File: src/rtl/swl_pkg.sv
package swl_pkg;
  parameter int VAL_W = 2;
  parameter int STR_W = 3;
  parameter int DEV_W = 2;

  typedef enum logic [VAL_W-1:0] {
    V_ZERO = 2'd0,
    V_ONE  = 2'd1,
    V_X    = 2'd2,
    V_Z    = 2'd3
  } val_e;

  typedef enum logic [1:0] {
    C_OFF = 2'd0,
    C_ON  = 2'd1,
    C_AMB = 2'd2
  } cond_e;

  typedef enum logic [DEV_W-1:0] {
    D_NSW  = 2'd0,
    D_PSW  = 2'd1,
    D_PAIR = 2'd2,
    D_RSVD = 2'd3
  } dev_e;

  localparam logic [STR_W-1:0] S_SUPPLY = 3'd7;
  localparam logic [STR_W-1:0] S_STRONG = 3'd6;
  localparam logic [STR_W-1:0] S_PULL   = 3'd5;
  localparam logic [STR_W-1:0] S_LARGE  = 3'd4;
  localparam logic [STR_W-1:0] S_WEAK   = 3'd3;
  localparam logic [STR_W-1:0] S_MEDIUM = 3'd2;
  localparam logic [STR_W-1:0] S_SMALL  = 3'd1;
  localparam logic [STR_W-1:0] S_HIZ    = 3'd0;
endpackage

File: src/rtl/swl_ctl_decode.sv
module swl_ctl_decode
  import swl_pkg::*;
#(
  parameter bit ON_WHEN_HIGH = 1'b1
) (
  input  val_e  ctl,
  output cond_e cond
);
  generate
    if (ON_WHEN_HIGH) begin : g_nside
      always_comb begin
        unique case (ctl)
          V_ONE:   cond = C_ON;
          V_ZERO:  cond = C_OFF;
          default: cond = C_AMB;
        endcase
      end
    end else begin : g_pside
      always_comb begin
        unique case (ctl)
          V_ZERO:  cond = C_ON;
          V_ONE:   cond = C_OFF;
          default: cond = C_AMB;
        endcase
      end
    end
  endgenerate
endmodule

File: src/rtl/swl_str_reduce.sv
module swl_str_reduce
  import swl_pkg::*;
(
  input  logic [STR_W-1:0] str_in,
  input  logic             resistive,
  output logic [STR_W-1:0] str_out
);
  always_comb begin
    if (!resistive) begin
      str_out = (str_in == S_SUPPLY) ? S_STRONG : str_in;
    end else begin
      unique case (str_in)
        S_SUPPLY, S_STRONG: str_out = S_PULL;
        S_PULL:             str_out = S_WEAK;
        S_LARGE, S_WEAK:    str_out = S_MEDIUM;
        S_MEDIUM:           str_out = S_SMALL;
        S_SMALL:            str_out = S_SMALL;
        default:            str_out = S_HIZ;
      endcase
    end
  end
endmodule

File: src/rtl/swl_cond_merge.sv
module swl_cond_merge
  import swl_pkg::*;
(
  input  cond_e n_cond,
  input  cond_e p_cond,
  input  dev_e  dev,
  output cond_e cond
);
  cond_e pair_cond;

  // Both halves see the same data: a firm path wins over an ambiguous one,
  // which in turn wins over an open one.
  always_comb begin
    if (n_cond == C_ON || p_cond == C_ON)        pair_cond = C_ON;
    else if (n_cond == C_AMB || p_cond == C_AMB) pair_cond = C_AMB;
    else                                         pair_cond = C_OFF;
  end

  always_comb begin
    unique case (dev)
      D_NSW:   cond = n_cond;
      D_PSW:   cond = p_cond;
      D_PAIR:  cond = pair_cond;
      default: cond = C_OFF;
    endcase
  end

  // the pair never reports off while either side conducts firmly
  always_comb begin
    if (dev == D_PAIR && (n_cond == C_ON || p_cond == C_ON))
      p_pair_on_r9: assert (cond == C_ON);
  end
endmodule

File: src/rtl/swl_device_eval.sv
module swl_device_eval
  import swl_pkg::*;
(
  input  logic       clk,
  input  logic       rst,
  input  logic [1:0] in_val,
  input  logic [2:0] in_str,
  input  logic [1:0] ctl_n,
  input  logic [1:0] ctl_p,
  input  logic [1:0] dev_sel,
  input  logic       resistive,
  output logic [1:0] out_val,
  output logic [2:0] out_str,
  output logic       out_l,
  output logic       out_h
);
  cond_e            n_cond, p_cond, cond;
  logic [STR_W-1:0] red_str;
  logic             data_z;
  logic [VAL_W-1:0] nxt_val;
  logic [STR_W-1:0] nxt_str;
  logic             nxt_l, nxt_h;

  swl_ctl_decode #(.ON_WHEN_HIGH(1'b1)) u_ndec (.ctl(val_e'(ctl_n)), .cond(n_cond));
  swl_ctl_decode #(.ON_WHEN_HIGH(1'b0)) u_pdec (.ctl(val_e'(ctl_p)), .cond(p_cond));

  swl_cond_merge u_merge (
    .n_cond (n_cond),
    .p_cond (p_cond),
    .dev    (dev_e'(dev_sel)),
    .cond   (cond)
  );

  swl_str_reduce u_red (
    .str_in    (in_str),
    .resistive (resistive),
    .str_out   (red_str)
  );

  assign data_z = (val_e'(in_val) == V_Z) || (in_str == S_HIZ);

  always_comb begin
    nxt_val = V_Z;
    nxt_str = S_HIZ;
    nxt_l   = 1'b0;
    nxt_h   = 1'b0;
    if (!data_z && cond != C_OFF) begin
      nxt_val = in_val;
      nxt_str = red_str;
      if (cond == C_AMB) begin
        nxt_l = (val_e'(in_val) == V_ZERO);
        nxt_h = (val_e'(in_val) == V_ONE);
      end
    end
  end

  always_ff @(posedge clk) begin
    if (rst) begin
      out_val <= V_Z;
      out_str <= S_HIZ;
      out_l   <= 1'b0;
      out_h   <= 1'b0;
    end else begin
      out_val <= nxt_val;
      out_str <= nxt_str;
      out_l   <= nxt_l;
      out_h   <= nxt_h;
    end
  end

  p_z_data_r6: assert property (@(posedge clk) disable iff (rst)
    (in_val == 2'd3 || in_str == 3'd0) |=> (out_val == 2'd3 && out_str == 3'd0 && !out_l && !out_h));

  p_str_bound_r11: assert property (@(posedge clk) disable iff (rst)
    1'b1 |=> (out_str <= $past(in_str)));

  p_no_supply_r7: assert property (@(posedge clk) disable iff (rst)
    1'b1 |=> (out_str != 3'd7));

  p_resist_cap_r8: assert property (@(posedge clk) disable iff (rst)
    resistive |=> (out_str <= 3'd5));

  p_flags_r11: assert property (@(posedge clk) disable iff (rst)
    $onehot0({out_l, out_h}) && (!out_l || out_val == 2'd0) && (!out_h || out_val == 2'd1));

  p_zstr_r11: assert property (@(posedge clk) disable iff (rst)
    (out_val == 2'd3) |-> (out_str == 3'd0));

  p_rsvd_r10: assert property (@(posedge clk) disable iff (rst)
    (dev_sel == 2'd3) |=> (out_val == 2'd3));
endmodule

File: config.mk
export PLATFORM = sky130hd
export DESIGN_NAME = swl_device_eval
export DESIGN_NICKNAME = d
export VERILOG_FILES = /design/src/rtl/swl_pkg.sv /design/src/rtl/swl_ctl_decode.sv /design/src/rtl/swl_str_reduce.sv /design/src/rtl/swl_cond_merge.sv /design/src/rtl/swl_device_eval.sv
export SDC_FILE = /design/constraint.sdc
export NUM_CORES = 1
export LEC_CHECK = 0
export ABC_CLOCK_PERIOD_IN_PS = 1150
export BUFFER_PORTS_ARGS = -buffer_cell sky130_fd_sc_hd__buf_4
export CAP_MARGIN = 20
export CELL_PAD_IN_SITES_DETAIL_PLACEMENT = 2
export CELL_PAD_IN_SITES_GLOBAL_PLACEMENT = 2
export CORE_MARGIN = 2
export CORE_UTILIZATION = 20
export DETAILED_ROUTE_END_ITERATION = 10
export PLACE_DENSITY_LB_ADDON = 0.05
export SKIP_CTS_REPAIR_TIMING = 1
export SLEW_MARGIN = 20
export SYNTH_ARGS = -nofsm -noshare
export SYNTH_HDL_FRONTEND = slang
export SYNTH_SLANG_ARGS = --single-unit
File: constraint.sdc
create_clock -name clk -period 1.15 [get_ports clk]
set_input_delay 0.23 -clock clk [delete_from_list [all_inputs] [get_ports clk]]
set_output_delay 0.23 -clock clk [all_outputs]
set_load 0.01 [all_outputs]
Word-level counts from Yosys, hierarchy flattened
Cells that the tools add are included.
- flip-flop bits (word level): 7
- bits of input ports: 14
- output and inout bits: 7
- eq/ne operators: 18
- muxes and demuxes: 8
- bitwise logic cells: 2
- reduce and logical (&&, ||, !) cells: 16
- operators with widths (cell ; number):
    2-bit by 1-bit equality test with 1-bit output, second input constant ; 6
    3-bit equality test, second input constant ; 4
    3-bit case mux with 4 select lines ; 1
    2-bit equality test, second input constant ; 5
    2-bit logical NOT ; 4
    2-bit case mux with 2 select lines ; 2
    2-bit OR reduction ; 4
    3-bit by 2-bit equality test with 1-bit output, second input constant ; 2
    3-bit two-way mux ; 2
    2-bit case mux with 3 select lines ; 1
    2-bit two-way mux ; 2
    3-bit by 1-bit equality test with 1-bit output, second input constant ; 1
    3-bit logical NOT ; 1
    1-bit logical OR ; 3
    3-bit OR reduction ; 1
    1-bit NOT ; 2
    2-bit nonzero test ; 1
    1-bit logical AND ; 1
    1-bit logical NOT ; 1

Longest topological paths before layout
- depth in word-level cells: 11
- mapped depth: 3

Cells and area by module
From an unflattened synthesis, not the netlist that was laid out.
- cell total of the unflattened synthesis: 45
- area, all modules: 391.6 µm²
- by module, submodules not included (module ; instances ; cells an instance ; area each (µm²) ; seq. area each (µm²)):
    swl_device_eval ; 1 ; 20 ; 235.2 ; 140.1
    swl_cond_merge ; 1 ; 12 ; 82.6 ; 0.0
    swl_str_reduce ; 1 ; 9 ; 56.3 ; 0.0
    swl_ctl_decode at u_ndec ; 1 ; 2 ; 10.0 ; 0.0
    swl_ctl_decode at u_pdec ; 1 ; 2 ; 7.5 ; 0.0

Least setup slack after synthesis
No wires, ideal clock.
- path kind: in2reg
- start: input in_val[1]
- end: register out_val[0]
- library setup time: 134 ps
- arrival time: 962 ps
- required time: 1016 ps
- setup slack: 54 ps
- cell stages on the path: 3
- buffers on the path: 0
- cells stage by stage: a21oi_2 > o31ai_2 > or4_1
- cells in the longest elaborated chain, start to end: 6
- RTL lines (what ; RTL line ; source):
    start, declared ; swl_device_eval.sv:6 ; input logic [1:0] in_val,
    2-bit equality test ; swl_device_eval.sv:40 ; assign data_z = (val_e'(in_val) == V_Z) || (in_str == S_HIZ);
    1-bit logical OR ; swl_device_eval.sv:40 ;
    1-bit logical NOT ; swl_device_eval.sv:47 ; if (!data_z && cond != C_OFF) begin
    1-bit logical AND ; swl_device_eval.sv:47 ;
    1-bit NOT (no source line) ; n/a ;
    2-bit OR reduction (no source line) ; n/a ;
    end signal, assigned ; swl_device_eval.sv:64 ; out_val <= nxt_val;
    end, declared ; swl_device_eval.sv:12 ; output logic [1:0] out_val,
Every way passes these cells.
A chain may end at the register's enable or synchronous reset.

Worst setup path after layout
- start: input in_val[1]
- end: register out_val[1]
- cells in the longest elaborated chain, start to end: 6
- RTL lines (what ; RTL line):
    2-bit equality test ; swl_device_eval.sv:40
    1-bit logical OR ; swl_device_eval.sv:40
    1-bit logical NOT ; swl_device_eval.sv:47
    1-bit logical AND ; swl_device_eval.sv:47
    1-bit NOT (no source line) ; n/a
    2-bit OR reduction (no source line) ; n/a
Several ways; a longest one is shown, not always the timed one.

==> metrics.md <==
| Metric | Value |
|---|---|
| Status | `finished clean` |
| Max IR drop VDD | `0.744 mV` |
| Antenna violations before repair | `0` |
| Worst min-delay path class | `in2reg` |
| Ant diodes | `0` |
| Synth cell count leaders | `7 x dfxtp_1, 4 x o21ai_0, 3 x inv_1` |
| Top FF cell, synth | `dfxtp_1` |
| Asr flop ratio synth | `0` |
| CP Launch Type | `input port` |
| Final period util | `0.894` |
| Hold Path Depth | `3` |
| Seq/Total Area, Yosys | `0.384` |
| Clock Sinks | `7` |
| Most frequent cell after synthesis | `dfxtp_1` |
| Max Freq | `973 MHz` |
| Post-synth top area share | `0.384` |
| Setup crit end kind | `flop` |
| Pins Over Slew Limit | `0` |
| Fin area | `between 600 and 700 um2` |
| Placed wire-length estimate | `948 um` |
| Synth cell types | `19` |
| Total of max-cap violations | `0` |
| Switching part of the total power | `0.248` |
| Switch Pwr | `0.153 mW` |
| Max FO, Critical Path | `6` |
| RSZ-0062 raised after global routing | `no` |
| Iteration-0 DRC Markers | `2` |
| DIE HEIGHT | `46.7 um` |
| Synth-to-Final Area Change | `67.1%` |
| Ranking of synthesized cells by area | `dfxtp_1 38%, a2111oi_2 8.2%, a2111oi_4 7.5%, o21ai_0 5.5%, nand3b_1 4.1%` |
| Synth Register Bits | `7` |
| Vias in the first global route | `409` |
| Worst hold endpoint | `out_l$_SDFF_PP0_` |
| Total Wirelength | `1.09 mm` |
| Mean Syn Cell Area | `10.7 um2` |
| Pint | `0.464 mW` |
| CTS tree | `yes` |
| EDFF count, synth | `0` |
| Routability Congestion | `0.700` |
| Combinational Power Share | `0.238` |
| Global-route wire length before repair | `1.71 mm` |
| Core area | `between 0.0015 and 0.002 mm2` |
| Mapped Cells | `34` |
| Dpl cell area | `roughly 580 um2` |
| Cell taking the most area after synthesis | `dfxtp_1` |
| Fin crit period | `1.03 ns` |
| Grt total ovfl | `0` |
| Detailed Routing Iterations Pass 1 | `3` |
| Least-Margin Pin Slew | `0.394 ns` |
| All-Layer GR Usage | `0.111` |
| Routed Antenna Nets | `0` |
| CTS root buf | `clkbuf_4` |
| Sequential Power Share | `0.415` |
| Final std cells w/o fill | `88` |
| Io pins | `21` |
| Placed Cells | `between 80 and 90` |
| CTS max path bufs | `2` |
| Synth warn | `0` |
| Hold WS | `between 0.2 and 0.3 ns` |
| Initial Utilization | `0.212` |
| Worst Path Required | `1.27 ns` |
| Drt drc | `0` |
| Startpoint of the lowest-slack hold path | `in_val[0]` |
| Final Hold Fails | `0` |
| Vias per inst | `~4.4` |
| Critical path data arrival time | `1.15 ns` |
| I/O Buffers | `20` |
| Nets | `78` |
| Die width | `roughly 47 um` |
| Setup CP Type | `in2reg` |
| Power per standard cell area | `1010 mW/mm2` |
| Std cell rows | `15` |
| Area of the die | `0.00218 mm2` |
| Leakage | `0.253 nW` |
| Largest net degree at the start of global routing | `7` |
| H-Tree Depth | `1` |
| Clock Power Share | `0.348` |
| Final setup violating endpoints | `0` |
| Reg clk slew, reported paths | `0.05 ns` |
| TritonCTS buffer count | `3` |
| Cell Area, Synth | `roughly 370 um2` |
| Share of layout cells above drive strength 1 | `0.556` |
| Wirelength per Cell | `12.4 um` |
| Vias post-DR | `387` |
| Relative slew slack | `0.736` |
| Synthesized Nets | `48` |
-- registers in the layout, summed over array words and instances, names as in the netlist --
register  flops
out_str       3
out_val       2
out_h         1
out_l         1
-- metrics by stage --
step | utilization | TNS (ns) | total power [mW] | worst slack [ns]
6_report | 0.354 | 0 | 0.617 | 0.122
5_1_grt | 0.354 | 0 | 0.665 | 0.0768
3_3_place_gp | 0.338 | -0.516 | 0.402 | -0.145
3_5_place_dp | 0.338 | -0.666 | 0.410 | -0.167
4_1_cts | 0.354 | 0 | 0.634 | 0.106
2_1_floorplan | - | 0 | 0.313 | 0.0540
-- layout make-up --
type	instances	area, um2
well taps	25	31.3
multi-input cells	24	214
clock buffers	4	26.3
inverters	3	11.3
repair buffers	25	188
flip-flops and latches	7	140
fillers	200	1120
-- critical path, stage by stage --
cell	delay, ns
buf_4	0.12
a21oi_2	0.15
o31ai_2	0.12
or4_1	0.52
-- kinds of logic (layout without fill, tap and decap cells) --
group | after synthesis | count (layout) | share of synthesized area
AO/OA/AOI/OAI | 13 | 13 | 0.356
buffers and inverters | 3 | 32 | 0.0308
flip-flops | 7 | 7 | 0.384
multiplexers | 2 | 2 | 0.0616
AND/OR/NAND/NOR | 9 | 9 | 0.168
-- how the worst max path moves through the flow --
stage	cells after the start	start	slack (ns)	to
floorplan	3	in_val[1]	0.05	out_val[0]$_SDFF_PP1_
global placement	4	in_val[1]	-0.15	out_val[1]$_SDFF_PP1_
detailed placement	4	in_val[1]	-0.17	out_val[1]$_SDFF_PP1_
CTS	4	in_val[1]	0.11	out_val[1]$_SDFF_PP1_
global route	4	in_val[1]	0.08	out_val[1]$_SDFF_PP1_
finish	4	in_val[1]	0.12	out_val[1]$_SDFF_PP1_
-- layer usage --
layer / wire length (um) / track usage / up-vias
li1: - / - / 192
met1: 430 / 0.139 / 179
met2: 587 / 0.192 / 16
met3: 72 / 0.0462 / 0
met4: 0 / 0 / 0
met5: 0 / 0 / -
-- power by group through the flow --
stage	logic [mW]	registers [mW]	clock network (mW)
after floorplan	0.0470	0.266	0
after global placement	0.142	0.260	0
after detailed placement	0.149	0.261	0
after CTS	0.149	0.256	0.229
after global routing	0.161	0.256	0.248
final	0.147	0.256	0.215
-- cells in the final DEF, fill, tap and decap left out --
| master | instances |
|---|---|
| a21oi_2 | 1 |
| clkbuf_1 | 1 |
| or4_1 | 2 |
| nor2b_1 | 1 |
| a21boi_1 | 1 |
| nor4_1 | 2 |
| dfxtp_1 | 7 |
| buf_4 | 25 |
| a2111oi_4 | 1 |
| mux2_1 | 1 |
| clkbuf_4 | 3 |
| a22oi_1 | 1 |
| o21ai_0 | 4 |
| inv_1 | 3 |
| o31ai_2 | 1 |
| a2111oi_2 | 2 |
| a21o_1 | 1 |
| nand2b_2 | 1 |
| nand3b_1 | 2 |
| a2111oi_0 | 1 |
| mux2_2 | 1 |
| nand2_1 | 1 |
No activity file was read; power rests on OpenSTA's default activity.
